==> src/rtl/slt_pkg.sv <==
package slt_pkg;
    typedef enum logic {
        SLOT_EMPTY = 1'b0,
        SLOT_ARMED = 1'b1
    } slot_state_t;
endpackage

==> src/rtl/slt_entry.sv <==
module slt_entry
    import slt_pkg::*;
#(
    parameter int REG_W = 7,
    parameter int TAG_W = 29
) (
    input  logic             clk,
    input  logic             rst_n,
    input  logic             flush,
    input  logic             wr_en,
    input  logic [REG_W-1:0] wr_reg,
    input  logic [TAG_W-1:0] wr_tag,
    input  logic             st_en,
    input  logic [TAG_W-1:0] st_tag,
    input  logic             drop,
    output logic             valid,
    output logic [REG_W-1:0] reg_q,
    output logic [TAG_W-1:0] tag_q
);
    slot_state_t state_q, state_d;
    logic        snoop_hit;

    assign snoop_hit = st_en && (st_tag == tag_q);

    always_comb begin
        state_d = state_q;
        unique case (state_q)
            SLOT_EMPTY: begin
                if (!flush && wr_en) state_d = SLOT_ARMED;
            end
            SLOT_ARMED: begin
                if (flush)                  state_d = SLOT_EMPTY;
                else if (wr_en)             state_d = SLOT_ARMED;
                else if (snoop_hit || drop) state_d = SLOT_EMPTY;
            end
            default: state_d = SLOT_EMPTY;
        endcase
    end

    always_ff @(posedge clk) begin
        if (!rst_n) state_q <= SLOT_EMPTY;
        else        state_q <= state_d;
    end

    always_ff @(posedge clk) begin
        if (!rst_n) begin
            reg_q <= '0;
            tag_q <= '0;
        end else if (wr_en && !flush) begin
            reg_q <= wr_reg;
            tag_q <= wr_tag;
        end
    end

    always_comb begin
        valid = (state_q == SLOT_ARMED);
    end


    write_arms_chk: assert property (@(posedge clk) disable iff (!rst_n)
        (wr_en && !flush) |=> (valid && reg_q == $past(wr_reg)));


    snoop_kill_chk: assert property (@(posedge clk) disable iff (!rst_n)
        (valid && st_en && st_tag == tag_q && !wr_en && !flush) |=> !valid);
endmodule

==> src/rtl/slt_alloc.sv <==
module slt_alloc #(
    parameter int ENTRIES = 8
) (
    input  logic               clk,
    input  logic               rst_n,
    input  logic               req,
    input  logic [ENTRIES-1:0] valid_vec,
    input  logic [ENTRIES-1:0] own_vec,
    output logic [ENTRIES-1:0] sel,
    output logic               evict
);
    localparam int IDX_W = (ENTRIES > 1) ? $clog2(ENTRIES) : 1;
    localparam logic [IDX_W-1:0] LAST = IDX_W'(ENTRIES - 1);

    logic [IDX_W-1:0] ptr_q;
    logic             found;

    always_comb begin
        sel   = '0;
        evict = 1'b0;
        found = 1'b0;
        if (|own_vec) begin
            sel = own_vec;
        end else begin
            for (int i = 0; i < ENTRIES; i++) begin
                if (!valid_vec[i] && !found) begin
                    sel[i] = 1'b1;
                    found  = 1'b1;
                end
            end
            if (!found) begin
                sel[ptr_q] = 1'b1;
                evict      = 1'b1;
            end
        end
    end

    always_ff @(posedge clk) begin
        if (!rst_n)              ptr_q <= '0;
        else if (req && evict)   ptr_q <= (ptr_q == LAST) ? '0 : ptr_q + 1'b1;
    end


    evict_only_full_chk: assert property (@(posedge clk) disable iff (!rst_n)
        (req && evict) |-> (&valid_vec));


    single_target_chk: assert property (@(posedge clk) disable iff (!rst_n)
        req |-> ($countones(sel) == 1));
endmodule

==> src/rtl/spec_load_tracker.sv <==
module spec_load_tracker #(
    parameter int ENTRIES   = 8,
    parameter int REG_W     = 7,
    parameter int ADDR_W    = 32,
    parameter int GRAN_BITS = 3
) (
    input  logic              clk,
    input  logic              rst_n,
    input  logic              flush,
    input  logic              ld_valid,
    input  logic              ld_fault,
    input  logic [REG_W-1:0]  ld_reg,
    input  logic [ADDR_W-1:0] ld_addr,
    input  logic              st_valid,
    input  logic [ADDR_W-1:0] st_addr,
    input  logic              chk_valid,
    input  logic [REG_W-1:0]  chk_reg,
    output logic              chk_hit,
    output logic              chk_recover
);
    localparam int TAG_W = ADDR_W - GRAN_BITS;

    logic [ENTRIES-1:0] valid_vec, ld_match, chk_match, sel, wr_vec, drop_vec;
    logic [REG_W-1:0]   reg_arr [ENTRIES];
    logic [TAG_W-1:0]   tag_arr [ENTRIES];
    logic               alloc_req, evict, st_en;
    logic [TAG_W-1:0]   ld_tag, st_tag;

    assign ld_tag    = ld_addr[ADDR_W-1:GRAN_BITS];
    assign st_tag    = st_addr[ADDR_W-1:GRAN_BITS];
    assign alloc_req = ld_valid && !ld_fault && !flush;
    assign st_en     = st_valid && !flush;

    slt_alloc #(.ENTRIES(ENTRIES)) i_alloc (
        .clk(clk), .rst_n(rst_n), .req(alloc_req),
        .valid_vec(valid_vec), .own_vec(ld_match),
        .sel(sel), .evict(evict)
    );

    for (genvar g = 0; g < ENTRIES; g++) begin : g_slot
        assign ld_match[g]  = valid_vec[g] && (reg_arr[g] == ld_reg);
        assign chk_match[g] = valid_vec[g] && (reg_arr[g] == chk_reg);
        assign wr_vec[g]    = alloc_req && sel[g];
        assign drop_vec[g]  = ld_valid && ld_fault && !flush && ld_match[g];

        slt_entry #(.REG_W(REG_W), .TAG_W(TAG_W)) i_entry (
            .clk(clk), .rst_n(rst_n), .flush(flush),
            .wr_en(wr_vec[g]), .wr_reg(ld_reg), .wr_tag(ld_tag),
            .st_en(st_en), .st_tag(st_tag), .drop(drop_vec[g]),
            .valid(valid_vec[g]), .reg_q(reg_arr[g]), .tag_q(tag_arr[g])
        );
    end

    always_comb begin
        chk_hit     = chk_valid && (|chk_match);
        chk_recover = chk_valid && !(|chk_match);
    end


    unique_reg_chk: assert property (@(posedge clk) disable iff (!rst_n)
        $countones(chk_match) <= 1);


    flush_empties_chk: assert property (@(posedge clk) disable iff (!rst_n)
        flush |=> (valid_vec == '0));


    chk_excl_chk: assert property (@(posedge clk) disable iff (!rst_n)
        !(chk_hit && chk_recover) && (chk_valid || (!chk_hit && !chk_recover)));
endmodule

==> config.mk <==
export PLATFORM = sky130hd
export DESIGN_NAME = spec_load_tracker
export DESIGN_NICKNAME = d
export VERILOG_FILES = /design/src/rtl/slt_pkg.sv /design/src/rtl/slt_entry.sv /design/src/rtl/slt_alloc.sv /design/src/rtl/spec_load_tracker.sv
export SDC_FILE = /design/constraint.sdc
export NUM_CORES = 1
export LEC_CHECK = 0
export BUFFER_PORTS_ARGS = -buffer_cell sky130_fd_sc_hd__buf_2
export CAP_MARGIN = 20
export CORE_ASPECT_RATIO = 1.2
export CORE_UTILIZATION = 25
export CTS_CLUSTER_SIZE = 14
export DETAILED_ROUTE_END_ITERATION = 8
export GPL_TIMING_DRIVEN = 0
export PLACE_DENSITY = 0.41
export SYNTH_ARGS = -nofsm -noshare
export SYNTH_HDL_FRONTEND = slang
export SYNTH_SLANG_ARGS = --single-unit
==> constraint.sdc <==
create_clock -name clk -period 6.6 [get_ports clk]
set_clock_uncertainty 0.15 [all_clocks]
set_input_delay 1.32 -clock clk [delete_from_list [all_inputs] [get_ports clk]]
set_output_delay 1.32 -clock clk [all_outputs]
set_load 0.005 [all_outputs]
==> results.py, run 1 <==
metrics = {
    "status": {
        "status": "complete, no violations",
    },
    "critical_path": {
        "crit_path_max_fanout": 8,
        "critPathMaxStageDelay_ns": 0.59,
        "worstPathArrival_ns": 3.25,
        "critPathRequiredTime_ns": 5.13,
        "crit_chain": "clkbuf_1, xor2_1, nor4_1, nand2_1, o21ai_0, or4_1, and2_1, buf_2",
        "worstRegToRegCells": 7,
        "slowest_stage": "or4_1",
        "worst_setup_path_end_kind": "output pin",
        "crit_type": "in -> out",
        "crit_buf_inv": 2,
        "crit_cells": 8,
        "cp_top_family": "simple AND/OR/NAND/NOR gates",
        "worstSetupStartpointType": "input pin",
    },
    "floorplan": {
        "io_pins": 87,
        "coreArea_um2": 59700,
        "die_area_um2": 61600,
        "fp-row-count": 98,
        "fp.dieW_um": 227,
        "die_height_um": 272,
        "initial_core_util_pct": 25.4,
    },
    "timing": {
        "slew_violations": 0,
        "finalCritPeriodShare_pct": 71.6,
        "finalSetupViolCount": 0,
        "relSlewSlack_pct": 18.9,
        "final_hold_viol_count": 0,
        "rsz0062_at_grt": "no",
        "holdWs_ns": 0.316,
        "worstMarginPinSlew_ns": 1.21,
        "max_freq_mhz": 212,
        "tns_ns": 0,
        "fin_crit_ns": 4.72,
    },
    "clock_network": {
        "clkTransAtPathRegs_ns": 0.05,
        "h-tree-depth": 2,
        "clock_latency_ns": 0.56,
        "cts_resized": 0,
        "postCtsHoldBufs": 0,
        "cts_buffers": 39,
        "cts_max_path_buffers": 3,
        "cts_sinks": 299,
        "cts-root-buf": "clkbuf_16",
        "tritoncts": "built",
        "post_cts_buffers": 0,
    },
    "drt": {
        "route.met3.wl_um": 2200,
        "vias": 11600,
        "drt_iter0_drc": 681,
        "via_per_inst": 4.63,
        "wl_met1_um": 26300,
        "drc_errors": 0,
        "ant_nets": 0,
        "wirelength_um": 59800,
        "first_pass_iters": 7,
        "wire_per_inst_um": 23.9,
        "top_layer_used": "met4",
        "met2_length_um": 28900,
    },
    "layout": {
        "seqCellArea_um2": 5990,
        "num-nets-final": 1765,
        "multiInputGateArea_um2": 8480,
        "fin_util_pct": 29.6,
        "syn2layout_area_growth_pct": 16.5,
        "drive_gt1_share_pct": 8.44,
        "fillers": 6337,
    },
    "global_route": {
        "antenna_found_initial": 2,
        "grt_pass1_wl_um": 84700,
        "gr-total-overflow": 0,
        "grt_max_degree": 12,
        "grt_pass1_vias": 11700,
        "grt_util_all_layers_pct": 19.5,
    },
    "synth": {
        "synth_cells": 1599,
        "yosysSeqAreaShare_pct": 39.5,
        "mappedNetlistArea_um2": 15100,
        "synth_edf_count": 0,
        "syn_nets": 1686,
        "synthArstFlopShare_pct": 0,
        "yosys_warnings": 0,
        "synth-main-ff-cell": "dfxtp_1",
        "syn_avg_cell_area_um2": 9.47,
        "synth_cell_types": 48,
        "ys_seq_elements": 299,
    },
    "pwr": {
        "total_power_uw": 4400,
        "p_sw_share_pct": 25.8,
        "peakVddDrop_mv": 0.156,
        "power.switching_uw": 1140,
        "pwr-share-clk_pct": 50.2,
        "p_int_uw": 3260,
        "power_frac_comb_pct": 8.4,
        "seqPwrFrac_pct": 41.5,
        "p_leak_uw": 0.00739,
        "power.density_nw_per_um2": 249,
    },
    "hold_path": {
        "min_delay_path_depth": 2,
        "hp-class": "reg -> reg",
    },
    "job": {
        "cap_violations": 0,
    },
    "placement": {
        "dp_hpwl_um": 44300,
        "io_buffers": 36,
        "routabilityCongestion": 0.864,
    },
}
==> kinds of logic (layout without fill, tap and decap cells) <==
kind of cell / Yosys count / after routing / share of synthesized area (%)
AO/OA/AOI/OAI: 44 / 44 / 2.11
XOR/XNOR: 344 / 344 / 19.9
adder cells (fa/ha/maj): 2 / 2 / 0.165
buffers and inverters: 126 / 233 / 4.50
flip-flops: 299 / 299 / 39.5
multiplexers: 288 / 288 / 19.0
other: 0 / 1 / 0
AND/OR/NAND/NOR: 496 / 496 / 14.8
==> synth_stat cells (13+ instances only) <==
master | n | share of area [%]
nand4_1 | 48 | 2.0
nand3_1 | 19 | 0.63
dfxtp_1 | 299 | 40
nor3_1 | 13 | 0.43
xnor2_1 | 169 | 9.8
nand2_1 | 337 | 8.4
buf_6 | 14 | 1.0
clkbuf_1 | 76 | 1.9
mux2i_1 | 288 | 19
xor2_1 | 175 | 10
nor4_1 | 48 | 2.0
==> metal layers <==
| metal | track usage (%) | vias up |
|---|---|---|
| li1 | - | 5534 |
| met2 | 33.0 | 264 |
| met1 | 24.6 | 5720 |
| met5 | 0 | - |
| met4 | 8.02 | 0 |
| met3 | 2.63 | 88 |
==> power groups by stage <==
stage,Combinational (µW),Sequential (µW),Clock (µW)
floorplan,210,1860,0
global placement,374,1860,0
detailed placement,372,1860,0
CTS,374,1820,2240
global route,389,1820,2310
finish,368,1820,2200
==> tightest hold or removal path: cells and delay by family, from the launching register on <==
| family | cells | cell delay (ns) |
|---|---|---|
| flip-flops | 1 | 0.31 |
| multiplexers | 1 | 0.05 |
| AND/OR/NAND/NOR | 1 | 0.05 |
==> metrics by stage <==
| step | cells | worst slack, ns | instance area [µm²] |
|---|---|---|---|
| 3_3_place_gp | 2435 | 1.79 | 16300 |
| 3_5_place_dp | 2437 | 1.84 | 16300 |
| 6_report | 2507 | 1.88 | 17700 |
| 4_1_cts | 2506 | 1.87 | 17700 |
| 2_1_floorplan | 1599 | 2.42 | 15100 |
| 5_1_grt | 2506 | 1.77 | 17700 |
==> layout by cell type (no fill, tap or decap), drive strengths merged, types with 3 or more instances in the layout <==
cell and count:
a211oi 4, a21oi 8, a221oi 4, a22oi 3, buf 78, clkbuf 137
clkinv 6, dfxtp 299, inv 10, mux2i 288, nand2 337, nand3 19
nand4 49, nor2 10, nor3 14, nor4 48, o211a 3, o21ai 9
o31ai 3, or3 4, or4 5, xnor2 169, xor2 175
==> registers in the layout, indices dropped and copies added, names as in the netlist <==
name and count:
g_slot.i_entry.valid 8, g_slot.i_entry.reg_q 56, g_slot.i_entry.tag_q 232, i_alloc.ptr_q 3
==> final cells by class <==
type                       count  area share [%]
buffer                       116            3.65
antenna                        1          0.0142
multi-input combinational   1174            48.0
inverter                      10           0.213
sequential                   299            33.9
timing repair buffer          38            1.08
clock inverter                 8           0.510
tap                          800            5.67
clock buffer                  61            6.92
==> worst paths after layout <==
| kind | start | to | slack (ns) |
|---|---|---|---|
| setup reg to reg | g_slot[6].i_entry.tag_q[3]$_SDFFE_PN0P_ | g_slot[6].i_entry.valid$_SDFF_PN0_ | 3.41 |
| setup / recovery | chk_reg[2] | chk_hit | 1.88 |
| hold / removal | g_slot[3].i_entry.tag_q[12]$_SDFFE_PN0P_ | g_slot[3].i_entry.tag_q[12]$_SDFFE_PN0P_ | 0.32 |
| hold reg to reg | g_slot[3].i_entry.tag_q[12]$_SDFFE_PN0P_ | g_slot[3].i_entry.tag_q[12]$_SDFFE_PN0P_ | 0.32 |
Power figures use the tool's default switching activity.
==> run 2, diff against run 1 <==
--- a/config.mk
+++ b/config.mk
@@ -5,6 +5,7 @@
 export SDC_FILE = /design/constraint.sdc
 export NUM_CORES = 1
 export LEC_CHECK = 0
+export ABC_AREA = 1
 export BUFFER_PORTS_ARGS = -buffer_cell sky130_fd_sc_hd__buf_2
 export CAP_MARGIN = 20
 export CORE_ASPECT_RATIO = 1.2
==> constraint.sdc (replaced) <==
create_clock -name clk -period 4.6 [get_ports clk]
set_clock_uncertainty 0.15 [all_clocks]
set_input_delay 0.92 -clock clk [delete_from_list [all_inputs] [get_ports clk]]
set_output_delay 0.92 -clock clk [all_outputs]
set_load 0.005 [all_outputs]
==> results.py, run 2 <==
metrics = {
    "status": {
        "status": "complete, no violations",
    },
    "critical_path": {
        "crit_chain": "clkbuf_1, inv_1, nand2_1, o2111ai_1, nor3_1, nand3_1, nand2_1, nor2_1, a21oi_1, buf_2",
        "cpMostUsedCell": "nand2_1",
        "crit_path_max_fanout": 10,
        "slowest_stage": "clkbuf_1",
        "critPathMaxStageDelay_ns": 0.53,
        "cp_top_family": "buffers and inverters",
        "crit_buf_inv": 3,
        "critPathRequiredTime_ns": 3.53,
        "worst_setup_path_end_kind": "output pin",
        "worstSetupStartpointType": "input pin",
        "worstPathArrival_ns": 2.84,
        "crit_type": "in -> out",
    },
    "drt": {
        "first_pass_iters": 6,
        "drc_errors": 0,
        "wire_per_inst_um": 24.5,
        "drt_iter0_drc": 1820,
        "wirelength_um": 99600,
        "vias": 20200,
        "via_per_inst": 4.95,
        "ant_nets": 0,
    },
    "synth": {
        "synth_area_leaders": "dfxtp_1 32%, nand2_1 16%, nand4_1 9.7%",
        "synth_edf_count": 0,
        "synth_cell_types": 42,
        "synthArstFlopShare_pct": 0,
        "yosys_warnings": 0,
        "mappedNetlistArea_um2": 18600,
        "synth_commonest_cells": "816 x nand2_1, 450 x inv_1, 437 x nor2_1",
        "synth-main-ff-cell": "dfxtp_1",
        "synth.top_cell.area_share_pct": 32.1,
        "yosysSeqAreaShare_pct": 32.1,
        "syn_avg_cell_area_um2": 6.20,
        "yosys.area.top_type": "dfxtp_1",
        "synth_most_common_cell": "nand2_1",
        "ys_seq_elements": 299,
        "synth_cells": 3007,
        "syn_nets": 3094,
    },
    "floorplan": {
        "initial_core_util_pct": 25.3,
        "die_area_um2": 75600,
        "fp-row-count": 109,
        "die_height_um": 301,
        "coreArea_um2": 73600,
        "fp.dieW_um": 251,
        "io_pins": 87,
    },
    "timing": {
        "rsz0062_at_grt": "no",
        "finalCritPeriodShare_pct": 85.1,
        "worst_slack_ns": 0.687,
        "final_hold_viol_count": 0,
        "max_freq_mhz": 256,
        "relSlewSlack_pct": 25.2,
        "fin_crit_ns": 3.91,
        "tns_ns": 0,
        "holdWs_ns": 0.332,
        "worstMarginPinSlew_ns": 1.12,
        "slew_violations": 0,
        "finalSetupViolCount": 0,
    },
    "hold_path": {
        "hp-class": "reg -> reg",
    },
    "layout": {
        "antenna_cells": 0,
        "layout_commonest_cell": "nand2_1",
        "drive_gt1_share_pct": 8.09,
        "final_cells": 4071,
        "final_cell_mix": "816 x nand2_1, 450 x inv_1, 437 x nor2_1",
        "fin_area_um2": 21400,
        "num-nets-final": 3189,
        "top_register": "g_slot.i_entry.tag_q",
        "largest_register_ffs": 232,
        "syn2layout_area_growth_pct": 14.9,
    },
    "pwr": {
        "power_frac_comb_pct": 12.4,
        "p_int_uw": 4580,
        "p_sw_share_pct": 29.8,
        "p_leak_uw": 0.00939,
        "power.switching_uw": 1950,
        "pwr-share-clk_pct": 47.3,
        "seqPwrFrac_pct": 40.3,
        "power.density_nw_per_um2": 305,
        "peakVddDrop_mv": 0.194,
    },
    "global_route": {
        "antenna_found_initial": 2,
        "gr-total-overflow": 0,
        "grt_max_degree": 12,
        "grt_pass1_wl_um": 139000,
        "grt_util_all_layers_pct": 26.0,
        "grt_pass1_vias": 18900,
    },
    "placement": {
        "routabilityCongestion": 0.936,
        "dp_hpwl_um": 72500,
        "io_buffers": 47,
        "dp.cells": 4004,
        "dp_slack_ns": 0.182,
        "placed_area_um2": 20200,
    },
    "clock_network": {
        "clock_latency_ns": 0.59,
        "cts_max_path_buffers": 3,
        "postCtsHoldBufs": 0,
        "h-tree-depth": 2,
        "tritoncts": "built",
        "cts_sinks": 299,
        "cts-root-buf": "clkbuf_16",
        "cts_buffers": 39,
        "post_cts_buffers": 0,
        "cts_resized": 0,
        "clkTransAtPathRegs_ns": 0.05,
    },
    "job": {
        "cap_violations": 0,
    },
}
==> run 2: cell types whose count changed after synthesis, moves of 40 or more <==
cell	before	now
a21oi_1	8	69
buf_2	11	51
inv_1	10	450
mux2i_1	288	0
nand2_1	337	816
nand3_1	19	70
nand4_1	48	288
nor2_1	10	437
o22ai_1	2	70
xnor2_1	169	32
xor2_1	175	74
==> run 2: final cells by class <==
class                   instances  area (µm²)
fillers                      8526       52200
clock inverters                 8         115
multi-input cells            2036        9900
inverters                     485        1830
flip-flops and latches        299        5990
plain buffers                 187         925
repair buffers                 54         365
well taps                     943        1180
clock buffers                  59        1110
==> run 2: worst paths after layout <==
check | from | to | slack, ns | cells after the start
setup / recovery | chk_reg[3] | chk_hit | 0.69 | 10
setup reg to reg | g_slot[6].i_entry.valid$_SDFF_PN0_ | g_slot[6].i_entry.tag_q[27]$_SDFFE_PN0P_ | 1.20 | 13
hold reg to reg | g_slot[7].i_entry.tag_q[10]$_SDFFE_PN0P_ | g_slot[7].i_entry.tag_q[10]$_SDFFE_PN0P_ | 0.33 | 2
hold / removal | g_slot[7].i_entry.tag_q[10]$_SDFFE_PN0P_ | g_slot[7].i_entry.tag_q[10]$_SDFFE_PN0P_ | 0.33 | 2
==> run 2: metrics by stage <==
stage	utilization [%]	power (µW)
floorplan	-	3090
global placement	27.2	3480
detailed placement	27.4	3490
CTS	29.1	6560
global route	29.1	6710
finish	29.1	6530
==> run 2: power by group through the flow <==
stage / logic (µW) / registers, µW / clock network (µW)
2_1_floorplan: 412 / 2680 / 0
3_3_place_gp: 792 / 2690 / 0
3_5_place_dp: 800 / 2690 / 0
4_1_cts: 802 / 2630 / 3130
5_1_grt: 847 / 2630 / 3230
6_report: 809 / 2630 / 3090
==> run 2: kinds of logic (layout without fill, tap and decap cells) <==
| family | after synthesis | in the layout | synth area share, % |
|---|---|---|---|
| AO/OA/AOI/OAI | 220 | 220 | 7.25 |
| XOR/XNOR | 106 | 106 | 4.98 |
| adder cells (fa/ha/maj) | 2 | 2 | 0.134 |
| buffers and inverters | 672 | 793 | 14.8 |
| flip-flops | 299 | 299 | 32.1 |
| AND/OR/NAND/NOR | 1708 | 1708 | 40.7 |
==> run 2: layer usage <==
metal	up-vias	wire (µm)	track usage, %
li1	9734	-	-
met1	9579	42300	32.8
met2	667	47500	44.8
met3	184	5320	2.83
met4	0	4500	11.1
met5	-	0	0
==> run 2: worst min-delay path, cell delays in order, from the launching register on <==
cell	delay, ns
dfxtp_1	0.32
nor2_1	0.05
nor2_1	0.08
==> run 3, diff against run 2 <==
--- a/config.mk
+++ b/config.mk
@@ -13,7 +13,7 @@
 export CTS_CLUSTER_SIZE = 14
 export DETAILED_ROUTE_END_ITERATION = 8
 export GPL_TIMING_DRIVEN = 0
-export PLACE_DENSITY = 0.41
+export PLACE_DENSITY = 0.43
 export SYNTH_ARGS = -nofsm -noshare
 export SYNTH_HDL_FRONTEND = slang
 export SYNTH_SLANG_ARGS = --single-unit
==> constraint.sdc (replaced) <==
create_clock -name clk -period 3.46 [get_ports clk]
set_clock_uncertainty 0.15 [all_clocks]
set_input_delay 0.692 -clock clk [delete_from_list [all_inputs] [get_ports clk]]
set_output_delay 0.692 -clock clk [all_outputs]
set_load 0.005 [all_outputs]
==> results.py, run 3 (synthesis gave the netlist of run 2 again) <==
metrics = {
    "drt": {
        "vias": 20100,
        "drt_iter0_drc": 1724,
        "first_pass_iters": 5,
        "wirelength_um": 97400,
        "via_per_inst": 4.94,
        "drc_errors": 0,
        "ant_nets": 0,
        "wire_per_inst_um": 23.9,
    },
    "timing": {
        "max_freq_mhz": 290,
        "finalCritPeriodShare_pct": 99.8,
        "finalSetupViolCount": 0,
        "slew_violations": 0,
        "rsz0062_at_grt": "no",
        "tns_ns": 0,
        "worstMarginPinSlew_ns": 1.20,
        "worst_slack_ns": 0.00711,
        "fin_crit_ns": 3.45,
        "final_hold_viol_count": 0,
        "holdWs_ns": 0.292,
        "relSlewSlack_pct": 19.8,
    },
    "critical_path": {
        "crit_chain": "buf_2, inv_1, clkbuf_1, o21ai_0, nor3_1, nand2_1, nor2_1, nand2_1, nand2_1, nand2_1, nand2_1, inv_1",
        "worstSetupStartpointType": "input pin",
        "slowest_stage": "nor3_1",
        "crit_path_max_fanout": 10,
        "critPathMaxStageDelay_ns": 0.92,
        "cpMostUsedCell": "nand2_1",
        "critPathRequiredTime_ns": 3.77,
        "worstPathArrival_ns": 3.76,
        "crit_type": "in -> reg",
        "worst_setup_path_end_kind": "register",
    },
    "placement": {
        "dp_hpwl_um": 70700,
        "routabilityCongestion": 0.944,
        "dp.cells": 4002,
        "io_buffers": 47,
        "dp_slack_ns": -0.712,
    },
    "clock_network": {
        "postCtsHoldBufs": 0,
        "cts_max_path_buffers": 3,
        "cts_buffers": 39,
        "cts-root-buf": "clkbuf_16",
        "tritoncts": "built",
        "h-tree-depth": 2,
        "clkTransAtPathRegs_ns": 0.05,
        "cts_sinks": 299,
        "clock_latency_ns": 0.58,
    },
    "layout": {
        "num-nets-final": 3187,
        "multiInputGateArea_um2": 9900,
        "seqCellArea_um2": 5990,
        "fillers": 8513,
        "final_cell_mix": "816 x nand2_1, 450 x inv_1, 437 x nor2_1",
        "final_cells": 4069,
        "syn2layout_area_growth_pct": 14.8,
        "top_register": "g_slot.i_entry.tag_q",
        "largest_register_ffs": 232,
        "drive_gt1_share_pct": 8.26,
        "layout_commonest_cell": "nand2_1",
    },
    "hold_path": {
        "hp-class": "in -> reg",
    },
    "global_route": {
        "antenna_found_initial": 1,
        "grt_pass1_wl_um": 137000,
        "gr-total-overflow": 0,
        "grt_util_all_layers_pct": 25.6,
        "grt_max_degree": 11,
        "grt_pass1_vias": 18800,
    },
    "floorplan": {
        "coreArea_um2": 73600,
        "fp-row-count": 109,
        "fp.dieW_um": 251,
        "die_height_um": 301,
        "initial_core_util_pct": 25.3,
        "io_pins": 87,
        "die_area_um2": 75600,
    },
    "pwr": {
        "p_leak_uw": 0.00940,
        "power.density_nw_per_um2": 407,
        "total_power_uw": 8710,
        "peakVddDrop_mv": 0.242,
    },
    "status": {
        "status": "complete, no violations",
    },
    "job": {
        "cap_violations": 0,
    },
}
-- run 3: where the power goes --
| group | switching (µW) | internal, µW | leakage, µW |
|---|---|---|---|
| logic | 806 | 253 | 0.00638 |
| registers | 25.4 | 3470 | 0.00241 |
| clock network | 1730 | 2420 | 0.000606 |
-- run 3: layout make-up --
type | instances | share of cell area, %
antenna | 1 | 0.0117
buffer | 187 | 4.36
clock buffer | 60 | 5.36
clock inverter | 6 | 0.445
inverter | 485 | 8.57
multi-input combinational | 2036 | 46.3
sequential | 299 | 28.0
tap | 943 | 5.52
timing repair buffer | 52 | 1.47
-- run 3: critical path: cells and delay by family --
family	cells	cell delay, ns
compound gates	1	0.22
buf+inv	4	1.09
simple gates	7	1.76
-- run 3: final timing paths --
check / from / endpoint / slack, ns / cells after the start
worst min-delay path: flush / g_slot[7].i_entry.valid$_SDFF_PN0_ / 0.29 / 4
worst min register to register: g_slot[7].i_entry.tag_q[10]$_SDFFE_PN0P_ / g_slot[7].i_entry.tag_q[10]$_SDFFE_PN0P_ / 0.33 / 2
worst max register to register: g_slot[6].i_entry.valid$_SDFF_PN0_ / g_slot[6].i_entry.reg_q[6]$_SDFFE_PN0P_ / 0.11 / 13
worst max-delay path: st_addr[10] / g_slot[6].i_entry.valid$_SDFF_PN0_ / 0.007 / 12
-- run 3: through the flow --
| step | area (µm²) | util (%) |
|---|---|---|
| final | 21400 | 29.0 |
| after global routing | 21400 | 29.0 |
| after CTS | 21400 | 29.0 |
| after detailed placement | 20100 | 27.3 |
| after global placement | 20000 | 27.2 |
| after floorplan | 18600 | - |
-- run 3: timing repair --
item | 4_1_cts | 5_1_grt
resized for setup | 2 | 9
setup buffers | 0 | 0
endpoints found under the hold margin | 0 | 0
endpoints found under the setup margin | 2 | 2
-- run 3: per-layer routing --
metal  up-vias  wire, µm  track usage (%)
li1       9723         -                -
met1      9491     41600             32.3
met2       698     45500             42.8
met3       197      5060             2.93
met4         0      5300             13.0
met5         -         0                0
